### src/rtl/tl_pkg.sv
package tl_pkg;
    typedef enum logic [2:0] {
        ST_IDLE,
        ST_TILE,
        ST_PAT,
        ST_EMIT,
        ST_FIN
    } tl_state_e;
endpackage

### src/rtl/tl_map_addr.sv
// Tile-map address and in-tile line for the current fetch column.
module tl_map_addr #(
    parameter int TILE_LOG2 = 3,
    parameter int COLS_LOG2 = 6,
    parameter int ROWS_LOG2 = 6,
    parameter int ROW_W     = 8,
    parameter int CNT_W     = 6,
    localparam int SY_W     = ROWS_LOG2 + TILE_LOG2
) (
    input  logic [ROW_W-1:0]               row,
    input  logic [SY_W-1:0]                scroll_y,
    input  logic [COLS_LOG2-1:0]           sx_coarse,
    input  logic [CNT_W-1:0]               tile_cnt,
    output logic [ROWS_LOG2+COLS_LOG2-1:0] tile_addr,
    output logic [TILE_LOG2-1:0]           line
);
    logic [SY_W-1:0]      map_y;
    logic [COLS_LOG2-1:0] map_col;

    always_comb begin
        // power-of-two map: truncation gives the wrap
        map_y     = SY_W'(row) + scroll_y;
        map_col   = sx_coarse + COLS_LOG2'(tile_cnt);
        tile_addr = {map_y[SY_W-1:TILE_LOG2], map_col};
        line      = map_y[TILE_LOG2-1:0];
    end
endmodule

### src/rtl/tl_line_pick.sv
// Pattern address from a tile entry, with per-row vertical flip.
module tl_line_pick #(
    parameter int IDX_W     = 8,
    parameter int TILE_LOG2 = 3
) (
    input  logic [IDX_W:0]             entry,
    input  logic [TILE_LOG2-1:0]       line,
    output logic [IDX_W+TILE_LOG2-1:0] pat_addr
);
    logic [TILE_LOG2-1:0] line_eff;

    always_comb begin
        // inverting all line bits maps r to (TILE-1-r) exactly
        line_eff = entry[IDX_W] ? ~line : line;
        pat_addr = {entry[IDX_W-1:0], line_eff};
    end
endmodule

### src/rtl/tl_pix_slot.sv
// Picks one pixel of the fetched pattern row and places it on screen.
module tl_pix_slot #(
    parameter int TILE_LOG2 = 3,
    parameter int PIX_W     = 4,
    parameter int LINE_W    = 320,
    parameter int CNT_W     = 6,
    localparam int TILE     = 1 << TILE_LOG2,
    localparam int LB_AW    = $clog2(LINE_W),
    localparam int XW       = CNT_W + TILE_LOG2
) (
    input  logic [TILE*PIX_W-1:0] pat_word,
    input  logic [TILE_LOG2-1:0]  pix_idx,
    input  logic [CNT_W-1:0]      tile_cnt,
    input  logic [TILE_LOG2-1:0]  fine,
    output logic                  we,
    output logic [LB_AW-1:0]      addr,
    output logic [PIX_W:0]        data
);
    logic [XW-1:0]    pos;
    logic [XW-1:0]    fine_x;
    logic [XW-1:0]    rel;
    logic [PIX_W-1:0] pix;

    always_comb begin
        pos    = {tile_cnt, pix_idx};
        fine_x = XW'(fine);
        rel    = pos - fine_x;
        we     = (pos >= fine_x) && (rel < XW'(LINE_W));
        addr   = rel[LB_AW-1:0];
        pix    = pat_word[pix_idx*PIX_W +: PIX_W];
        data   = {(pix == '0), pix};
    end
endmodule

### src/rtl/tl_layer_render.sv
module tl_layer_render
    import tl_pkg::*;
#(
    parameter int LINE_W      = 320,
    parameter int LINES       = 240,
    parameter int TILE_LOG2   = 3,
    parameter int COLS_LOG2   = 6,
    parameter int ROWS_LOG2   = 6,
    parameter int IDX_W       = 8,
    parameter int PIX_W       = 4,
    parameter int LINE_CYCLES = 800,
    localparam int TILE   = 1 << TILE_LOG2,
    localparam int NTILES = LINE_W / TILE + 1,
    localparam int SX_W   = COLS_LOG2 + TILE_LOG2,
    localparam int SY_W   = ROWS_LOG2 + TILE_LOG2,
    localparam int ROW_W  = $clog2(LINES),
    localparam int TA_W   = ROWS_LOG2 + COLS_LOG2,
    localparam int TE_W   = IDX_W + 1,
    localparam int PA_W   = IDX_W + TILE_LOG2,
    localparam int PW     = TILE * PIX_W,
    localparam int LB_AW  = $clog2(LINE_W),
    localparam int CNT_W  = $clog2(NTILES)
) (
    input  logic             clk,
    input  logic             rst_n,
    input  logic             start,
    input  logic [ROW_W-1:0] row,
    input  logic [SX_W-1:0]  scroll_x,
    input  logic [SY_W-1:0]  scroll_y,
    output logic             tile_rd,
    output logic [TA_W-1:0]  tile_addr,
    input  logic [TE_W-1:0]  tile_data,
    output logic             pat_rd,
    output logic [PA_W-1:0]  pat_addr,
    input  logic [PW-1:0]    pat_data,
    output logic             lb_we,
    output logic [LB_AW-1:0] lb_addr,
    output logic [PIX_W:0]   lb_data,
    output logic             done
);
    typedef struct packed {
        tl_state_e            st;
        logic [ROW_W-1:0]     row;
        logic [SX_W-1:0]      sx;
        logic [SY_W-1:0]      sy;
        logic [CNT_W-1:0]     tcnt;
        logic [TILE_LOG2-1:0] pidx;
        logic                 we;
        logic [LB_AW-1:0]     addr;
        logic [PIX_W:0]       data;
        logic                 done;
    } regs_t;

    regs_t cur_q, nxt_d;

    logic [TILE_LOG2-1:0] line_w;
    logic                 slot_we;
    logic [LB_AW-1:0]     slot_addr;
    logic [PIX_W:0]       slot_data;

    tl_map_addr #(
        .TILE_LOG2(TILE_LOG2), .COLS_LOG2(COLS_LOG2), .ROWS_LOG2(ROWS_LOG2),
        .ROW_W(ROW_W), .CNT_W(CNT_W)
    ) map_i (
        .row(cur_q.row), .scroll_y(cur_q.sy),
        .sx_coarse(cur_q.sx[SX_W-1:TILE_LOG2]), .tile_cnt(cur_q.tcnt),
        .tile_addr(tile_addr), .line(line_w)
    );

    // line_w only depends on captured row/scroll, so it is still valid in ST_PAT
    tl_line_pick #(.IDX_W(IDX_W), .TILE_LOG2(TILE_LOG2)) pick_i (
        .entry(tile_data), .line(line_w), .pat_addr(pat_addr)
    );

    tl_pix_slot #(
        .TILE_LOG2(TILE_LOG2), .PIX_W(PIX_W), .LINE_W(LINE_W), .CNT_W(CNT_W)
    ) slot_i (
        .pat_word(pat_data), .pix_idx(cur_q.pidx), .tile_cnt(cur_q.tcnt),
        .fine(cur_q.sx[TILE_LOG2-1:0]),
        .we(slot_we), .addr(slot_addr), .data(slot_data)
    );

    always_comb begin
        nxt_d      = cur_q;
        nxt_d.we   = 1'b0;
        nxt_d.done = 1'b0;
        unique case (cur_q.st)
            ST_IDLE: begin
                if (start) begin
                    nxt_d.row  = row;
                    nxt_d.sx   = scroll_x;
                    nxt_d.sy   = scroll_y;
                    nxt_d.tcnt = '0;
                    nxt_d.st   = ST_TILE;
                end
            end
            ST_TILE: nxt_d.st = ST_PAT;
            ST_PAT: begin
                nxt_d.pidx = '0;
                nxt_d.st   = ST_EMIT;
            end
            ST_EMIT: begin
                nxt_d.we   = slot_we;
                nxt_d.addr = slot_addr;
                nxt_d.data = slot_data;
                nxt_d.pidx = cur_q.pidx + 1'b1;
                if (cur_q.pidx == TILE_LOG2'(TILE - 1)) begin
                    if (cur_q.tcnt == CNT_W'(NTILES - 1)) begin
                        nxt_d.st = ST_FIN;
                    end else begin
                        nxt_d.tcnt = cur_q.tcnt + 1'b1;
                        nxt_d.st   = ST_TILE;
                    end
                end
            end
            ST_FIN: begin
                nxt_d.done = 1'b1;
                nxt_d.st   = ST_IDLE;
            end
            default: nxt_d.st = ST_IDLE;
        endcase
    end

    always_ff @(posedge clk) begin
        if (!rst_n) cur_q <= '0;
        else        cur_q <= nxt_d;
    end

    assign tile_rd = (cur_q.st == ST_TILE);
    assign pat_rd  = (cur_q.st == ST_PAT);
    assign lb_we   = cur_q.we;
    assign lb_addr = cur_q.addr;
    assign lb_data = cur_q.data;
    assign done    = cur_q.done;

    // ---------------- checks ----------------
    localparam int BUD_W = $clog2(LINE_CYCLES + 2);
    logic [BUD_W-1:0] bud_q;
    logic [LB_AW-1:0] last_q;
    logic             have_q;

    always_ff @(posedge clk) begin
        if (!rst_n || cur_q.st == ST_IDLE) begin
            bud_q  <= '0;
            have_q <= 1'b0;
            last_q <= '0;
        end else begin
            if (bud_q != {BUD_W{1'b1}}) bud_q <= bud_q + 1'b1;
            if (lb_we) begin
                have_q <= 1'b1;
                last_q <= lb_addr;
            end
        end
    end


    budget_chk: assert property (@(posedge clk) disable iff (!rst_n)
        bud_q <= BUD_W'(LINE_CYCLES));

    done_pulse_chk: assert property (@(posedge clk) disable iff (!rst_n)
        done |=> !done);

    lb_range_chk: assert property (@(posedge clk) disable iff (!rst_n)
        lb_we |-> (lb_addr < LB_AW'(LINE_W)));

    lb_order_chk: assert property (@(posedge clk) disable iff (!rst_n)
        (lb_we && have_q) |-> (lb_addr == last_q + 1'b1));

    fetch_pair_chk: assert property (@(posedge clk) disable iff (!rst_n)
        tile_rd |=> pat_rd);

    restart_ign_chk: assert property (@(posedge clk) disable iff (!rst_n)
        (cur_q.st != ST_IDLE && start) |=>
            (cur_q.row == $past(cur_q.row) && cur_q.sx == $past(cur_q.sx)));
endmodule

### config.mk
export PLATFORM = sky130hd
export DESIGN_NAME = tl_layer_render
export DESIGN_NICKNAME = d
export VERILOG_FILES = /design/src/rtl/tl_pkg.sv /design/src/rtl/tl_map_addr.sv /design/src/rtl/tl_line_pick.sv /design/src/rtl/tl_pix_slot.sv /design/src/rtl/tl_layer_render.sv
export SDC_FILE = /design/constraint.sdc
export NUM_CORES = 1
export LEC_CHECK = 0
export BUFFER_PORTS_ARGS = -buffer_cell sky130_fd_sc_hd__buf_2
export CELL_PAD_IN_SITES_DETAIL_PLACEMENT = 1
export CELL_PAD_IN_SITES_GLOBAL_PLACEMENT = 1
export CORE_ASPECT_RATIO = 1.4
export CORE_MARGIN = 5
export CORE_UTILIZATION = 39
export CTS_CLUSTER_DIAMETER = 200
export CTS_CLUSTER_SIZE = 20
export DETAILED_ROUTE_END_ITERATION = 10
export PLACE_DENSITY_LB_ADDON = 0.1
export REMOVE_ABC_BUFFERS = 1
export SLEW_MARGIN = 10
export SYNTH_ARGS = -nofsm -noshare
export SYNTH_HDL_FRONTEND = slang
export SYNTH_SLANG_ARGS = --single-unit
### constraint.sdc
create_clock -name clk -period 5.6 [get_ports clk]
set_input_delay 0.56 -clock clk [delete_from_list [all_inputs] [get_ports clk]]
set_output_delay 0.56 -clock clk [all_outputs]
set_load 0.05 [all_outputs]
### Yosys cells after proc, flatten, opt, wreduce, memory -nomap -nowiden

Cells that the tools add are included.

| storage, ports and cells | value |
|---|---|
| flip-flop bits (word level) | 54 |
| input port bits | 70 |
| output and inout port bits | 41 |
| word-level logic and storage cells | 47 |

| operators by class | value |
|---|---|
| $add $sub $neg | 5 |
| magnitude comparators | 2 |
| eq/ne operators | 9 |
| shift-type cells | 1 |
| muxes and demuxes | 10 |
| bitwise operators | 1 |
| reductions and logical operators | 9 |

Operators with widths:

| cell | number |
|---|---|
| 35-bit two-way mux | 1 |
| 32-bit by 6-bit indexed part select with 4-bit output | 1 |
| 6-bit two-way mux | 2 |
| 3-bit case mux with 4 select lines | 1 |
| 6-bit case mux with 2 select lines | 1 |
| 8-bit by 9-bit adder with 9-bit output | 1 |
| 9-bit by 3-bit >= comparator with 1-bit output | 1 |
| 9-bit < comparator, second input constant | 1 |
| 3-bit two-way mux | 3 |
| 9-bit by 3-bit subtractor with 9-bit output | 1 |
| 6-bit by 1-bit adder with 6-bit output, second input constant | 1 |
| 6-bit adder | 1 |
| 3-bit by 2-bit equality test with 1-bit output, second input constant | 2 |
| 3-bit equality test, second input constant | 2 |
| 6-bit equality test, second input constant | 1 |
| 2-bit != test, second input constant | 3 |
| 3-bit case mux with 2 select lines | 1 |
| 2-bit AND reduction | 3 |
| 4-bit logical NOT | 1 |
| 4-bit AND reduction | 1 |
| 2-bit nonzero test | 2 |
| 3-bit by 1-bit adder with 3-bit output, second input constant | 1 |
| 3-bit by 1-bit equality test with 1-bit output, second input constant | 1 |
| 3-bit logical NOT | 1 |
| other kinds (3) | 3 |

### Depth between registers and ports, before layout

Gate-level depths: netlist of the first run.

| depth | value |
|---|---|
| word-level depth | 4 |
| depth in mapped cells | 11 |
| mapped depth without buffers | 9 |

### Hierarchy

A second synthesis of the first run with hierarchy kept.

| unflattened totals | value |
|---|---|
| cells, all modules | 404 |
| area total of the unflattened synthesis | 3540.9 µm² |

By module, submodules not included:

| module | times used | cells each | area each (µm²) | seq. area each (µm²) |
|---|---|---|---|---|
| tl_layer_render | 1 | 272 | 2392.3 | 1081.0 |
| tl_pix_slot | 1 | 60 | 551.8 | 0.0 |
| tl_map_addr | 1 | 61 | 510.5 | 0.0 |
| tl_line_pick | 1 | 11 | 86.3 | 0.0 |

### Worst setup path after synthesis of the first run

OpenSTA, ideal clock, no wires.

| path | value |
|---|---|
| path type | reg2out |
| start point | register cur_q[25] (netlist bit) |
| end point | output tile_addr[11] |
| arrival time | 2.257 ns |
| data required time | 5.040 ns |
| path slack | 2.783 ns |
| stages on the path, launching flop included | 10 |
| path buffers | 0 |
| cell sequence | dfxtp_1 -> ha_1 -> inv_1 -> fa_1 -> nor2b_1 -> o21ai_0 -> a21oi_1 -> or4_1 -> o21ai_0 -> xnor2_1 |

| between the ends | value |
|---|---|
| longest elaborated chain between the ends | 1 |

Ends and longest elaborated chain:

| what | RTL line | RTL |
|---|---|---|
| from (decl) | tl_layer_render.sv:54 | `regs_t cur_q, nxt_d;` |
| from (signal assigned) | tl_layer_render.sv:126 | `else cur_q <= nxt_d;` |
| 8-bit by 9-bit adder with 9-bit output | tl_map_addr.sv:22 | `map_y = SY_W'(row) + scroll_y;` |
| to (decl) | tl_layer_render.sv:31 | `output logic [TA_W-1:0] tile_addr,` |

Every way passes these cells.

### Worst setup path after layout of the first run

Ends and elaborated chain as after synthesis.

==> results of run 1 <==
-- final cells by class --
type | instances | share of cell area
tap | 102 | 0.0343
sequential | 54 | 0.291
multi-input combinational | 273 | 0.492
inverter | 16 | 0.0162
timing repair buffer | 96 | 0.131
clock buffer | 5 | 0.0337
clock inverter | 2 | 0.00269
-- power groups by stage --
stage / Sequential, mW / Combinational, mW / Clock [mW]
2_1_floorplan: 0.443 / 0.154 / 0
3_3_place_gp: 0.428 / 0.236 / 0
3_5_place_dp: 0.429 / 0.242 / 0
4_1_cts: 0.420 / 0.242 / 0.308
5_1_grt: 0.423 / 0.262 / 0.324
6_report: 0.419 / 0.238 / 0.296
-- cells in the final DEF (no fill, tap or decap), drive strengths merged, types with 9 or more instances in the layout --
master  synthesis  final
a211oi          9      9
a21oi          39     39
buf            24     96
dfxtp          54     54
ha             21     21
inv            15     15
nand2          66     66
nor2           34     34
o21ai           9      9
xnor2          16     16
-- kinds of logic (layout without fill, tap and decap cells) --
kind of cell / Yosys count / after routing / share of synthesized area
adder cells (fa/ha/maj): 24 / 24 / 0.100
AND/OR/NAND/NOR: 140 / 140 / 0.194
flip-flops: 54 / 54 / 0.335
buffers and inverters: 61 / 119 / 0.0993
multiplexers: 13 / 13 / 0.0714
AO/OA/AOI/OAI: 72 / 72 / 0.135
XOR/XNOR: 24 / 24 / 0.0652
-- cells in the mapped netlist, drive strengths merged, types with 5 or more instances --
cell type	instances
dfxtp	54
nand2	66
inv	15
xnor2	16
mux2i	5
a21oi	39
clkbuf	21
buf	24
nor2	34
mux4	8
a211oi	9
nand3	7
xor2	8
ha	21
nor2b	7
nor3	7
o21ai	9
-- routing by layer --
metal	routed length, um	part of all wire	global-route usage	up-vias
li1	-	-	-	1406
met2	4500	0.55	0.310	52
met3	280	0.034	0.0308	7
met4	88	0.011	0.0361	0
met1	3310	0.40	0.192	1335
met5	0	0	0	-
-- path summary, 6_finish.rpt --
path	startpoint	to	slack, ns	cells after the start
worst max-delay path	cur_q[25]$_SDFFE_PN0P_	tile_addr[11]	2.64	10
worst min register to register	cur_q[30]$_SDFFE_PN0P_	cur_q[30]$_SDFFE_PN0P_	0.46	2
worst min-delay path	cur_q[30]$_SDFFE_PN0P_	cur_q[30]$_SDFFE_PN0P_	0.46	2
worst max register to register	cur_q[17]$_SDFFE_PN0P_	cur_q[24]$_SDFFE_PN0P_	3.11	7
-- critical path, delay by kind of cell, from the launching register on --
kind                     cells  cell delay [ns]
AND/OR/NAND/NOR              2             0.46
buffers and inverters        2             0.34
adder cells (fa/ha/maj)      2             0.42
XOR/XNOR                     1             0.14
flip-flops                   1             0.31
AO/OA/AOI/OAI                3             0.44
-- registers in the layout, indices dropped and copies added (netlist names) --
register / count
cur_q: 38
lb_addr: 9
lb_data: 5
done: 1
lb_we: 1
-- stage by stage --
stage	instance area (sq um)	instances	util	hold slack (ns)	power (mW)
after CTS	3720	548	0.459	0.463	0.970
after floorplan	2960	343	-	0.436	0.597
after detailed placement	3580	541	0.442	0.453	0.671
after global routing	3720	548	0.459	0.483	1.01
final	3720	548	0.459	0.461	0.953
after global placement	3580	541	0.442	0.445	0.664
==> impl_metrics.py, run 1 <==
metrics = {
    "setup_path": {
        "crit_path_max_fanout": 2,
        "critPathCaptureType": "output port",
        "cp_cell_sequence": "ha_1 -> inv_1 -> fa_1 -> nor2b_1 -> o21ai_0 -> a21oi_1 -> or4_1 -> o21ai_0 -> xnor2_1 -> buf_2",
        "cpMostUsedCell": "o21ai_0",
        "start_kind": "flop",
        "required_ns": 5.04,
        "cp_slowest_cell": "or4_1",
        "slowest_delay_ns": 0.40,
        "arrival_ns": 2.40,
        "critPathKind": "reg -> out",
    },
    "logic_synthesis": {
        "yosysUniqueCellTypes": 41,
        "ys_top_cells_by_area": "dfxtp_1 (34%), ha_1 (8.1%), nand2_1 (7.7%)",
        "async_flop_share": 0,
        "syn_area_sq_um": 3220,
        "synth_enable_flop_cells": 0,
        "yosysWarningCount": 0,
        "synth_area_per_cell_sq_um": 8.31,
        "synth_top_area_cell": "dfxtp_1",
        "synthFlopType": "dfxtp_1",
        "seq_area_frac_synth": 0.335,
        "ys_ff_latch": 54,
        "synthCells": 388,
        "yosysTopAreaCellShare": 0.335,
    },
    "detailed_routing": {
        "firstDrtPassIters": 4,
        "vias_per_cell": 5.11,
        "drc": 0,
        "wl_um": 8180,
        "vias": 2800,
        "postRouteAntennaNets": 0,
        "drt_iter0_drc": 96,
        "wire_per_inst_um": 14.9,
    },
    "clocking": {
        "holdBufCountCts": 0,
        "clockRootBuffer": "clkbuf_16",
        "clkTransAtPathRegs_ns": 0.07,
        "cts_tree": "done",
        "cts_post_setup_buffers_inserted": 0,
        "clk_path_buf_depth": 2,
        "cts.htree.levels": 2,
        "worstSkewPairLatency_ns": 0.29,
        "ctsResizeCount": 0,
        "cts.sinks": 54,
        "cts_buffers": 5,
    },
    "pwr": {
        "combPwrFrac": 0.249,
        "pwr-share-seq": 0.440,
        "peakVddDrop_v": 0.000143,
        "swShare": 0.321,
        "cell_internal_pwr_uw": 647,
        "clkPwrFrac": 0.311,
        "p_sw_uw": 306,
        "power_density_nw_per_um2": 256,
        "power.leakage_nw": 1.64,
    },
    "sta": {
        "finalSetupViolations": 0,
        "hold_viol": 0,
        "period_share": 0.528,
        "tightest_slew_ns": 1.16,
        "setup_slack_ns": 2.64,
        "setup_tns_ns": 0,
        "min_period_ns": 2.96,
        "rsz0062_at_grt": "no",
        "max_slew_margin": 0.225,
        "maxSlewViolCount": 0,
        "max_clock_freq_mhz": 338,
        "skew_ns": 0.00304,
    },
    "final_layout": {
        "fillCellCount": 1028,
        "multi_input_area_sq_um": 1830,
        "syn_to_final_growth_pct": 15.3,
        "drive_above_1_share": 0.265,
        "seq_area_sq_um": 1080,
        "insertedDiodeCount": 0,
        "layout.nets": 540,
    },
    "die": {
        "num_rows": 39,
        "die_area_sq_um": 10200,
        "die_h_um": 118,
        "pin_count": 111,
        "die_w_um": 86.8,
        "start_util": 0.398,
        "core_sq_um": 8100,
    },
    "global_routing": {
        "grt_pass1_wl_um": 13900,
        "grt_max_degree": 44,
        "antenna_found_initial": 0,
        "grt_pass1_vias": 2961,
        "grt_usage": 0.167,
        "grt_overflow_total": 0,
    },
    "placed_design": {
        "place.gp.congestion": 0.766,
        "dpl.hpwl_um": 6310,
        "post-place-ws_ns": 2.92,
        "io_buffers": 94,
    },
    "outcome": {
        "status": "finished, final reports clean",
    },
    "hold_path": {
        "min_path_type": "reg -> reg",
    },
    "flow_run": {
        "drv_cap": 0,
    },
}
Power figures use the tool's default switching activity.
==> run 2, diff against run 1 <==
ABC_AREA = 1   (was default)
CORE_UTILIZATION = 36   (was 39)
clock period = 2.8 ns   (was 5.6 ns; I/O delays follow)
==> run 2 against run 1 <==
Effect of this change: setup slack lost 2.4 ns; wire length grew 13%; cell count grew 22%; critical endpoint unchanged.
==> impl_metrics.py, run 2 <==
metrics = {
    "final_layout": {
        "layout.nets": 653,
        "final_common_cell": "nand2_1",
        "final_cells": 670,
        "syn_to_final_growth_pct": 16.3,
        "largest-register": "cur_q",
        "insertedDiodeCount": 0,
        "final_cell_mix": "nand2_1 (100), buf_2 (94), inv_1 (71), dfxtp_1 (54), a21oi_1 (43)",
        "stdcell_area_sq_um": 4020,
        "largest_reg_flops": 38,
        "drive_above_1_share": 0.227,
    },
    "logic_synthesis": {
        "yosysMostFrequentCell": "nand2_1",
        "yosysWarningCount": 0,
        "seq_area_frac_synth": 0.313,
        "async_flop_share": 0,
        "yosysTopAreaCellShare": 0.313,
        "synth_top_area_cell": "dfxtp_1",
        "synthCells": 493,
        "syn_area_sq_um": 3450,
        "ys_ff_latch": 54,
        "yosysUniqueCellTypes": 33,
        "ys_top_cells_by_area": "dfxtp_1 (31%), nand2_1 (11%), inv_1 (7.7%)",
        "synth.top_cells.by_count": "nand2_1 (100), inv_1 (71), dfxtp_1 (54)",
        "synth_area_per_cell_sq_um": 7.01,
        "synth_enable_flop_cells": 0,
        "synthFlopType": "dfxtp_1",
    },
    "sta": {
        "finalSetupViolations": 0,
        "hold_slack_ns": 0.266,
        "max_clock_freq_mhz": 395,
        "hold_viol": 0,
        "period_share": 0.904,
        "setup_tns_ns": 0,
        "min_period_ns": 2.53,
        "maxSlewViolCount": 0,
        "skew_ns": 0.00979,
        "rsz0062_at_grt": "no",
        "tightest_slew_ns": 0.567,
        "max_slew_margin": 0.618,
    },
    "detailed_routing": {
        "firstDrtPassIters": 3,
        "wire_per_inst_um": 13.8,
        "postRouteAntennaNets": 0,
        "drt_iter0_drc": 85,
        "wl_um": 9250,
        "vias_per_cell": 4.86,
        "drc": 0,
        "vias": 3254,
    },
    "clocking": {
        "holdBufCountCts": 0,
        "cts.htree.levels": 2,
        "worstSkewPairLatency_ns": 0.30,
        "cts.sinks": 54,
        "clk_path_buf_depth": 2,
        "clockRootBuffer": "clkbuf_16",
        "cts_tree": "done",
        "clkTransAtPathRegs_ns": 0.07,
        "cts_buffers": 5,
    },
    "pwr": {
        "peakVddDrop_v": 0.000291,
        "power_density_nw_per_um2": 661,
        "power.leakage_nw": 2.09,
    },
    "die": {
        "die_area_sq_um": 11700,
        "die_w_um": 92.8,
        "core_sq_um": 9410,
        "pin_count": 111,
        "die_h_um": 126,
        "start_util": 0.367,
        "num_rows": 42,
    },
    "flow_run": {
        "drv_cap": 0,
    },
    "setup_path": {
        "slowest_delay_ns": 0.41,
        "cp_num_buf_inv": 2,
        "required_ns": 2.52,
        "r2r_end": "lb_addr[6]$_SDFFE_PN0P_",
        "crit_path_max_fanout": 2,
        "reg2regPathDepth": 11,
        "r2r-start": "cur_q[17]$_SDFFE_PN0P_",
        "arrival_ns": 2.25,
        "critPathCaptureType": "output port",
        "start_kind": "flop",
        "worst-r2r-setup-slack_ns": 0.71,
        "cp_slowest_cell": "fa_1",
        "cpMostUsedCell": "nand2_1",
        "cp_cell_sequence": "ha_1 -> inv_1 -> fa_1 -> o21ai_1 -> nand3_1 -> nand2_1 -> nand3_1 -> nand2_1 -> nand2_1 -> nand2_1 -> buf_2",
        "path_delay_family": "adder cells",
        "critPathKind": "reg -> out",
    },
    "placed_design": {
        "place.gp.congestion": 0.759,
        "dpl_cell_area_sq_um": 3840,
        "dp_cells": 662,
        "io_buffers": 94,
        "dpl.hpwl_um": 7240,
    },
    "global_routing": {
        "grt_pass1_wl_um": 15700,
        "grt_pass1_vias": 3418,
        "grt_usage": 0.163,
        "grt_overflow_total": 0,
        "antenna_found_initial": 0,
        "grt_max_degree": 55,
    },
    "hold_path": {
        "hold_depth": 3,
        "min_to": "cur_q[39]$_SDFFE_PN0P_",
        "hp-start": "scroll_x[5]",
        "min_path_type": "in -> reg",
    },
    "outcome": {
        "status": "finished, final reports clean",
    },
}
[run 2: cell types whose count changed after synthesis, sizes merged, moves of 7 or more]
| cell | delta |
|---|---|
| a211oi | -9 |
| a21oi | +9 |
| clkbuf | -11 |
| inv | +62 |
| mux4 | -8 |
| nand2 | +39 |
| nand3 | +32 |
| nor2b | -7 |
| o21ai | +33 |
| xnor2 | -12 |
[run 2: cell families after synthesis]
family	Yosys count	synth area share
xor+xnor	18	0.0456
flops	54	0.313
compound gates	100	0.162
simple gates	180	0.225
fa+ha+maj	24	0.0934
buf+inv	117	0.161
[run 2: area by class of cell]
| class | count | area (sq um) |
|---|---|---|
| Multi-Input combinational cell | 322 | 1820 |
| Tap cell | 110 | 138 |
| Timing Repair Buffer | 99 | 508 |
| Fill cell | 1249 | 5390 |
| Clock inverter | 3 | 47.5 |
| Clock buffer | 5 | 125 |
| Sequential cell | 54 | 1080 |
| Inverter | 77 | 297 |
[run 2: timing repair]
item / CTS / global route
gates resized for setup: 0 / 1
setup buffers: 0 / 0
setup endpoints to repair: 0 / 1
[run 2: power breakdown]
| group | total [mW] | leakage [nW] | internal [mW] | switching (mW) |
|---|---|---|---|---|
| clock | 0.723 | 0.0844 | 0.427 | 0.295 |
| combinational | 1.03 | 1.56 | 0.301 | 0.726 |
| sequential | 0.906 | 0.442 | 0.853 | 0.0537 |
| total | 2.66 | 2.09 | 1.58 | 1.08 |
[run 2: worst max path at each step]
| stage | startpoint | to | slack (ns) | cells after the start |
|---|---|---|---|---|
| final | cur_q[25]$_SDFFE_PN0P_ | tile_addr[11] | 0.27 | 11 |
| after global routing | cur_q[25]$_SDFFE_PN0P_ | tile_addr[11] | 0.04 | 11 |
| after CTS | cur_q[25]$_SDFFE_PN0P_ | tile_addr[11] | 0.13 | 11 |
| after detailed placement | cur_q[25]$_SDFFE_PN0P_ | tile_addr[11] | 0.46 | 11 |
| after global placement | cur_q[25]$_SDFFE_PN0P_ | tile_addr[11] | 0.52 | 11 |
| after floorplan | cur_q[25]$_SDFFE_PN0P_ | tile_addr[9] | 0.42 | 7 |
[run 2: metal layers]
layer  GRT usage  wire, um  share of wire  vias up
met1       0.190      3970           0.43     1476
met3      0.0334       445          0.048       10
met2       0.292      4650           0.50       82
li1            -         -              -     1686
met5           0         0              0        -
met4      0.0526       174          0.019        0
[run 2: tightest hold or removal path, stage by stage]
cell     delay, ns
buf_2         0.07
o21ai_0       0.07
a21oi_1       0.10
[run 2: stage by stage]
stage | utilization | worst slack [ns] | total power, mW
after floorplan | - | 0.418 | 1.69
after global placement | 0.409 | 0.524 | 1.94
after detailed placement | 0.409 | 0.464 | 1.97
after CTS | 0.427 | 0.128 | 2.71
after global routing | 0.427 | 0.0387 | 2.83
final | 0.427 | 0.269 | 2.66
